==> config.mk <==
export PLATFORM = sky130hd
export DESIGN_NAME = can_id_filter_bank
export DESIGN_NICKNAME = d
export VERILOG_FILES = /design/src/rtl/can_flt_pkg.sv /design/src/rtl/can_flt_regs.sv /design/src/rtl/can_flt_match.sv /design/src/rtl/can_flt_decide.sv /design/src/rtl/can_id_filter_bank.sv
export SDC_FILE = /design/constraint.sdc
export NUM_CORES = 1
export LEC_CHECK = 0
export ABC_AREA = 1
export ABC_CLOCK_PERIOD_IN_PS = 5400
export BUFFER_PORTS_ARGS = -buffer_cell sky130_fd_sc_hd__buf_2
export CAP_MARGIN = 10
export CORE_MARGIN = 2
export CORE_UTILIZATION = 45
export DETAILED_ROUTE_END_ITERATION = 10
export PLACE_DENSITY = 0.64
export SETUP_SLACK_MARGIN = 0.05
export SYNTH_ARGS = -nofsm -noshare
export SYNTH_HDL_FRONTEND = slang
export SYNTH_SLANG_ARGS = --single-unit
==> constraint.sdc <==
create_clock -name clk -period 5.4 [get_ports clk]
set_input_delay 0.81 -clock clk [delete_from_list [all_inputs] [get_ports clk]]
set_output_delay 0.81 -clock clk [all_outputs]
set_load 0.1 [all_outputs]
==> src/rtl/can_flt_pkg.sv <==
package can_flt_pkg;
   typedef enum logic [1:0] {
      SEL_NONE = 2'd0,
      SEL_EN   = 2'd1,
      SEL_MASK = 2'd2,
      SEL_ID   = 2'd3
   } reg_sel_e;
endpackage

==> src/rtl/can_flt_regs.sv <==
module can_flt_regs
   import can_flt_pkg::*;
#(
   parameter int NUM_FLT = 4,
   parameter int ID_W    = 32,
   parameter int ADDR_W  = 4
) (
   input  logic                             clk,
   input  logic                             rst_n,
   input  logic                             busy_i,
   input  logic                             wr_i,
   input  logic [ADDR_W-1:0]                addr_i,
   input  logic [ID_W-1:0]                  wdata_i,
   output logic [ID_W-1:0]                  rdata_o,
   output logic [NUM_FLT-1:0]               en_o,
   output logic [NUM_FLT-1:0][ID_W-1:0]     mask_o,
   output logic [NUM_FLT-1:0][ID_W-1:0]     id_o
);
   localparam int IW       = (NUM_FLT > 1) ? $clog2(NUM_FLT) : 1;
   localparam int LAST_REG = 2 * NUM_FLT;

   reg_sel_e                  sel;
   logic [IW-1:0]             idx;
   logic [ADDR_W-1:0]         a_off;
   logic [NUM_FLT-1:0]        en_q;
   logic [NUM_FLT-1:0][ID_W-1:0] mask_q;
   logic [NUM_FLT-1:0][ID_W-1:0] id_q;

   // address decode: 0 = enable, odd = mask, even non-zero = id
   always_comb begin
      sel   = SEL_NONE;
      idx   = '0;
      a_off = addr_i - ADDR_W'(1);
      if (addr_i == '0) begin
         sel = SEL_EN;
      end else if (int'(addr_i) <= LAST_REG) begin
         idx = IW'(a_off >> 1);
         sel = a_off[0] ? SEL_ID : SEL_MASK;
      end
   end

   always_ff @(posedge clk) begin
      if (!rst_n)                        en_q <= '0;
      else if (wr_i && sel == SEL_EN)    en_q <= wdata_i[NUM_FLT-1:0];
   end

   for (genvar k = 0; k < NUM_FLT; k++) begin : g_flt
      logic open_k;
      assign open_k = wr_i && !busy_i && !en_q[k] && (idx == IW'(k));

      always_ff @(posedge clk) begin
         if (!rst_n) begin
            mask_q[k] <= '0;
            id_q[k]   <= '0;
         end else begin
            if (open_k && sel == SEL_MASK) mask_q[k] <= wdata_i;
            if (open_k && sel == SEL_ID)   id_q[k]   <= wdata_i;
         end
      end

      a_r6_locked_filter_holds: assert property (@(posedge clk) disable iff (!rst_n)
         en_q[k] |=> ($stable(mask_q[k]) && $stable(id_q[k])));
   end

   always_comb begin
      unique case (sel)
         SEL_EN:   rdata_o = ID_W'(en_q);
         SEL_MASK: rdata_o = mask_q[idx];
         SEL_ID:   rdata_o = id_q[idx];
         default:  rdata_o = '0;
      endcase
   end

   assign en_o   = en_q;
   assign mask_o = mask_q;
   assign id_o   = id_q;

   // no mask/id change across a busy cycle
   a_r7_busy_blocks_write: assert property (@(posedge clk) disable iff (!rst_n)
      busy_i |=> ($stable(mask_q) && $stable(id_q)));
endmodule

==> src/rtl/can_flt_match.sv <==
module can_flt_match #(
   parameter int NUM_FLT = 4,
   parameter int ID_W    = 32
) (
   input  logic [ID_W-1:0]               frame_id_i,
   input  logic [NUM_FLT-1:0]            en_i,
   input  logic [NUM_FLT-1:0][ID_W-1:0]  mask_i,
   input  logic [NUM_FLT-1:0][ID_W-1:0]  id_i,
   output logic                          pass_o
);
   logic [NUM_FLT-1:0] hit;

   for (genvar k = 0; k < NUM_FLT; k++) begin : g_cmp
      assign hit[k] = (((frame_id_i ^ id_i[k]) & mask_i[k]) == '0);
   end

   assign pass_o = (en_i == '0) || ((en_i & hit) != '0);
endmodule

==> src/rtl/can_flt_decide.sv <==
module can_flt_decide (
   input  logic clk,
   input  logic rst_n,
   input  logic frame_valid_i,
   input  logic pass_i,
   output logic accept_o,
   output logic valid_o,
   output logic busy_o
);
   always_ff @(posedge clk) begin
      if (!rst_n) begin
         valid_o  <= 1'b0;
         accept_o <= 1'b0;
      end else begin
         valid_o  <= frame_valid_i;
         accept_o <= frame_valid_i && pass_i;
      end
   end

   assign busy_o = frame_valid_i || valid_o;

   a_r2_valid_follows_strobe: assert property (@(posedge clk) disable iff (!rst_n)
      frame_valid_i |=> valid_o);
   a_r2_no_stray_valid: assert property (@(posedge clk) disable iff (!rst_n)
      !frame_valid_i |=> !valid_o);
   a_r2_accept_needs_valid: assert property (@(posedge clk) disable iff (!rst_n)
      accept_o |-> valid_o);
endmodule

==> src/rtl/can_id_filter_bank.sv <==
module can_id_filter_bank #(
   parameter int NUM_FLT = 4,
   parameter int ID_W    = 32,
   parameter int ADDR_W  = $clog2(2 * NUM_FLT + 1)
) (
   input  logic              clk,
   input  logic              rst_n,
   input  logic              frame_valid,
   input  logic [ID_W-1:0]   frame_id,
   input  logic              reg_wr,
   input  logic [ADDR_W-1:0] reg_addr,
   input  logic [ID_W-1:0]   reg_wdata,
   output logic [ID_W-1:0]   reg_rdata,
   output logic              accept,
   output logic              decision_valid,
   output logic              busy
);
   if (NUM_FLT < 1 || NUM_FLT > ID_W)
      $error("NUM_FLT must be between 1 and ID_W");
   if ((1 << ADDR_W) < 2 * NUM_FLT + 1)
      $error("ADDR_W too narrow for the register map");

   logic [NUM_FLT-1:0]           en;
   logic [NUM_FLT-1:0][ID_W-1:0] mask;
   logic [NUM_FLT-1:0][ID_W-1:0] idv;
   logic                         pass;

   can_flt_regs #(.NUM_FLT(NUM_FLT), .ID_W(ID_W), .ADDR_W(ADDR_W)) u_regs (
      .clk     (clk),
      .rst_n   (rst_n),
      .busy_i  (busy),
      .wr_i    (reg_wr),
      .addr_i  (reg_addr),
      .wdata_i (reg_wdata),
      .rdata_o (reg_rdata),
      .en_o    (en),
      .mask_o  (mask),
      .id_o    (idv)
   );

   can_flt_match #(.NUM_FLT(NUM_FLT), .ID_W(ID_W)) u_match (
      .frame_id_i (frame_id),
      .en_i       (en),
      .mask_i     (mask),
      .id_i       (idv),
      .pass_o     (pass)
   );

   can_flt_decide u_decide (
      .clk           (clk),
      .rst_n         (rst_n),
      .frame_valid_i (frame_valid),
      .pass_i        (pass),
      .accept_o      (accept),
      .valid_o       (decision_valid),
      .busy_o        (busy)
   );

   a_r3_open_bank_accepts: assert property (@(posedge clk) disable iff (!rst_n)
      (frame_valid && en == '0) |=> accept);
endmodule

### After elaboration in Yosys (flattened, before gate mapping)

Cells that the tools add are included.

| operators by class | value |
|---|---|
| magnitude comparators | 2 |
| reductions and logical operators | 34 |
| multiply operators | 0 |
| div/mod/pow operators | 0 |
| multiplexer cells | 10 |
| shift operators | 0 |
| $add $sub $neg | 1 |
| bitwise logic cells | 9 |
| equal/unequal tests | 6 |

Operators by type and width:

| kind | count |
|---|---|
| 32-bit bitwise AND | 4 |
| 32-bit binary-select mux with 2-bit select | 2 |
| 32-bit zero test | 4 |
| 32-bit bitwise XOR | 4 |
| 32-bit one-hot mux with 3 select lines | 1 |
| 32-bit two-way mux | 2 |
| 1-bit logical AND | 19 |
| 2-bit == test, second input constant | 4 |
| 4-bit zero test | 2 |
| 2-bit two-way mux | 4 |
| 1-bit zero test | 5 |
| 4-bit bitwise AND | 1 |
| 2-bit by 1-bit == test with 1-bit output, second input constant | 2 |
| 4-bit less-or-equal comparator, second input constant | 1 |
| 4-bit nonzero test | 1 |
| 2-bit by 3-bit less-than comparator with 1-bit output, second input constant | 1 |
| 3-bit by 1-bit subtractor with 3-bit output, second input constant | 1 |
| 2-bit zero test | 1 |
| 1-bit logical OR | 2 |
| 1-bit two-way mux | 1 |

| storage, ports and cells | value |
|---|---|
| ROM bits | 0 |
| bits of input ports | 72 |
| flip-flop bits (word level) | 262 |
| latch bits | 0 |
| memories kept | 0 |
| bits in writable memories | 0 |
| output and inout bits | 35 |

### Logic depth before layout (Yosys ltp)

| logic depth | value |
|---|---|
| word-level depth | 7 |
| gate-level depth with buffers | 12 |

### Modules after synthesis

Synthesis repeated with hierarchy kept, for this count alone.

| unflattened totals | value |
|---|---|
| cell total of the unflattened synthesis | 2720 |
| area total of the unflattened synthesis | 15351.0 µm² |

Modules (own cells, without submodules):

| module | times used | area each (µm²) | cells each | seq. area each (µm²) |
|---|---|---|---|---|
| can_flt_regs | 1 | 12794.8 | 2157 | 5205.0 |
| can_flt_match | 1 | 2494.9 | 556 | 0.0 |
| can_flt_decide | 1 | 61.3 | 7 | 40.0 |

### Worst setup path after synthesis

Ideal clock, no wire load.

| path | value |
|---|---|
| path type | input -> output |
| from | in reg_addr[0] |
| to | out reg_rdata[2] |
| data required time | 4.590 ns |
| slack | 1.695 ns |
| stages | 12 |
| arrival | 2.895 ns |
| path buffers | 2 |
| path through | inv_1 > ha_1 > inv_1 > o21ai_2 > nand2_4 > nor2_4 > nand2_1 > buf_2 > buf_2 > o22ai_1 > o21ai_1 > nand3_1 |

| on the way | value |
|---|---|
| word-level cells in the longest chain between the ends | 6 |

Ends and longest elaborated chain:

| item | line | RTL |
|---|---|---|
| start, declared | can_id_filter_bank.sv:11 | `input logic [ADDR_W-1:0] reg_addr,` |
| 4-bit less-or-equal comparator or 3-bit by 1-bit subtractor with 3-bit output (tied branches) | can_flt_regs.sv:36, can_flt_regs.sv:33 |  |
| 2-bit two-way mux or 1-bit two-way mux (tied branches) | can_flt_regs.sv:36, can_flt_regs.sv:38 |  |
| 2-bit two-way mux, on equally long branches | can_flt_regs.sv:34, can_flt_regs.sv:36 |  |
| 32-bit binary-select mux with 2-bit select, or another cell as far along | can_flt_regs.sv:69 | `SEL_ID: rdata_o = id_q[idx];` |
| 32-bit two-way mux (implied by the code), or another cell as far along | can_flt_regs.sv:69 |  |
| 32-bit one-hot mux with 3 select lines (*) | can_flt_regs.sv:66 | `unique case (sel)` |
| end, declared | can_id_filter_bank.sv:13 | `output logic [ID_W-1:0] reg_rdata,` |

Every way passes the cells marked *; elsewhere a longest branch is shown, timed or not. The select of a mux whose other input is x is not followed.

### Final worst setup path

| path | value |
|---|---|
| from | in reg_addr[0] |
| to | out reg_rdata[3] |

Same word-level chain as after synthesis.

==> impl_metrics.csv <==
group,metric,value,unit
floorplan,row_count,62,
logic_synthesis,synth_nets,2029,
logic_synthesis,ys_seq_elements,262,
clocking,cts_setup_buffers,0,
power,ir_worst_vdd,0.252,mV
finish,syn_to_final_growth,13.3,%
logic_synthesis,netlist_area,13000,um2
sta,relSlewSlack,33.9,%
clocking,cts_hold_buf,0,
floorplan,dieHeight,174,um
clocking,cts_buffers,30,
floorplan,core,28600,um2
worst_setup_path,worst_r2r_startpoint,"u_decide.valid_o",
sta,max_slew.worst_pin.slew,992,ps
finish,fin_util,51.5,%
sta,drv_slew,0,
finish,finalNonFillerCells,2409,
worst_setup_path,cp.arrival,3640,ps
logic_synthesis,synth_top_cell_by_area,"dfxtp_1",
detailed_routing,routedWlPerCell,18.2,um
logic_synthesis,synthArstFlopShare,0,%
global_route,antenna_found_initial,0,
finish,fillers,2890,
clocking,cts_tree,"built",
placement,dp_hpwl,28.1,mm
sta,finalSetupViolCount,0,
worst_setup_path,required,4590,ps
logic_synthesis,yosys-top-cells-area,"dfxtp_1, o21ai_0, a21oi_1, nand2_1, inv_1",
floorplan,dieArea,30300,um2
global_route,track_usage,28.3,%
clocking,cts.clk_slew.worst_paths,60,ps
global_route,grt_max_degree,151,
sta,finClkSkew,14.0,ps
logic_synthesis,synth.distinct_cells,22,
worst_setup_path,r2r_slack,3330,ps
logic_synthesis,avgSynthCellArea,6.66,um2
logic_synthesis,synth_cells,1955,
logic_synthesis,synth-edff-count,0,
power,power_density,301,nW/um2
job,maxCapViolations,0,
finish,fin_nets,2079,
global_route,grt_pass1_vias,12200,
detailed_routing,drtPass1Iterations,5,
worst_setup_path,r2r_cells,7,
detailed_routing,vias,13300,
worst_setup_path,cp-start-kind,"input pin",
sta,period_share,82.4,%
logic_synthesis,ys_seq_area_share,40.3,%
worst_hold_path,hold_start,"u_regs.mask_o[53]",
worst_setup_path,crit_type,"input pin to output pin",
placement,placed_cell_area,13800,um2
detailed_routing,drtAntennaViolNets,0,
floorplan,ios,107,
finish,layout-drive-gt1-share,9.78,%
worst_setup_path,end_kind,"output pin",
status,status,"complete, no violations",
global_route,grt-busiest-layer,"met2",
sta,min_period,4450,ps
power,total_power,4.44,mW
clocking,clock_latency,570,ps
sta,worst_hold_slack,467,ps
worst_setup_path,cp_max_fo,35,
global_route,grt_pass1_wl,68.3,mm
logic_synthesis,ys_warn_count,0,
worst_setup_path,crit_start,"reg_addr[0]",
sta,fmax,225,MHz
detailed_routing,drcViolationCount,0,
clocking,clock_sinks,262,
placement,dpl.cell_count,2357,
sta,hold_viol,0,
clocking,htreeDepth,1,
placement,pre_cts_slack,980,ps
global_route,overflow,0,
global_route,met2_usage,46.4,%
global_route,grt.met3_usage,3.32,%
clocking,ctsResizeCount,0,
detailed_routing,via_per_inst,5.54,
worst_hold_path,hold_path_depth,2,
detailed_routing,drt_iter0_markers,1125,
floorplan,die_x,174,um
finish,antenna_cells,0,
worst_setup_path,rr_endpoint,"u_regs.mask_o[70]",
sta,rsz0062_at_grt,"false",
floorplan,initial_core_util,45.5,%
logic_synthesis,synth.most_common_cell,"o21ai_0",
placement,gp_congestion,0.875,
detailed_routing,wl,43.9,mm
clocking,cts_buffer_depth,3,
logic_synthesis,synthFlopType,"dfxtp_1",
logic_synthesis,yosysTopAreaCellShare,40.3,%
sta,tns,0,ps
worst_hold_path,hold_class,"flip-flop to flip-flop",
placement,portBuffers,106,
finish,final_cell_area,14800,um2
sta,layout_setup_ws,953,ps
power,p_leak,5.77,nW
clocking,root_buffer,"clkbuf_16",
global_route,grt_use_met1,38.5,%
logic_synthesis,synthTopCellsByCount,"o21ai_0, nand2_1, inv_1",
worst_hold_path,worstHoldEndpoint,"u_regs.mask_o[53]",
[worst max-delay path, stage by stage]
cell and delay [ps]:
buf_2 120, inv_1 130, ha_1 190, inv_1 50
o21ai_2 140, nand2_4 110, nor2_4 160, nand2_2 530
buf_4 480, o22ai_1 190, o21ai_0 110, nand3_1 150
buf_2 440
[routing by layer]
layer	up-vias	part of all wire, %	routed length (um)
li1	6624	-	-
met1	6115	44	19500
met2	489	46	20200
met3	107	6.3	2780
met4	0	3.3	1450
met5	-	0	0
[cell families (layout without fill, tap and decap cells)]
group                      count (synthesis)  after routing  share of synthesized area (%)
xor gates and xnor gates                   2              2                          0.135
DFF                                      262            262                           40.3
and+or+nand+nor                          559            559                           18.3
adders and majority gates                  2              2                          0.192
buffers and inverters                    384            454                           11.5
AOI/OAI and AO/OA                        746            746                           29.6
[state kept, by name, summed over array words and instances, names as in the netlist]
register,flops
u_regs.mask_o,128
u_decide.accept_o,1
u_decide.valid_o,1
u_regs.id_o,128
u_regs.en_o,4
[power breakdown]
group | internal [mW] | switching (mW) | total, mW
clock network | 1.21 | 0.830 | 2.04
registers | 1.96 | 0.0142 | 1.97
logic | 0.105 | 0.328 | 0.432
[worst max path at each step]
stage                   end  slack, ps  cells after the start
4_1_cts        reg_rdata[3]        980                     13
5_1_grt        reg_rdata[3]        820                     13
6_report       reg_rdata[3]        950                     13
3_5_place_dp   reg_rdata[3]        980                     13
2_1_floorplan  reg_rdata[2]       1700                     12
3_3_place_gp   reg_rdata[3]       1040                     13
[placed cells by master (no fill, tap or decap), types with 6 or more instances in the layout]
cell and instances:
clkbuf_8 9, nor2_1 107, nand2_1 321, inv_1 269, a21oi_1 262, clkbuf_16 31, dfxtp_1 262, buf_4 20
o21ai_0 349, o22ai_1 96, nand3_1 108, nand4_1 6, o21ai_1 38, buf_2 105
[area by class of cell]
class	count	area [um2]	area share, %
tap	384	480	3.26
clock inverter	7	65.1	0.441
clock buffer	45	918	6.23
multi-input combinational	1309	6290	42.6
sequential	262	5250	35.6
inverter	274	1030	6.97
timing repair buffer	128	727	4.93
Power figures use the tool's default switching activity.
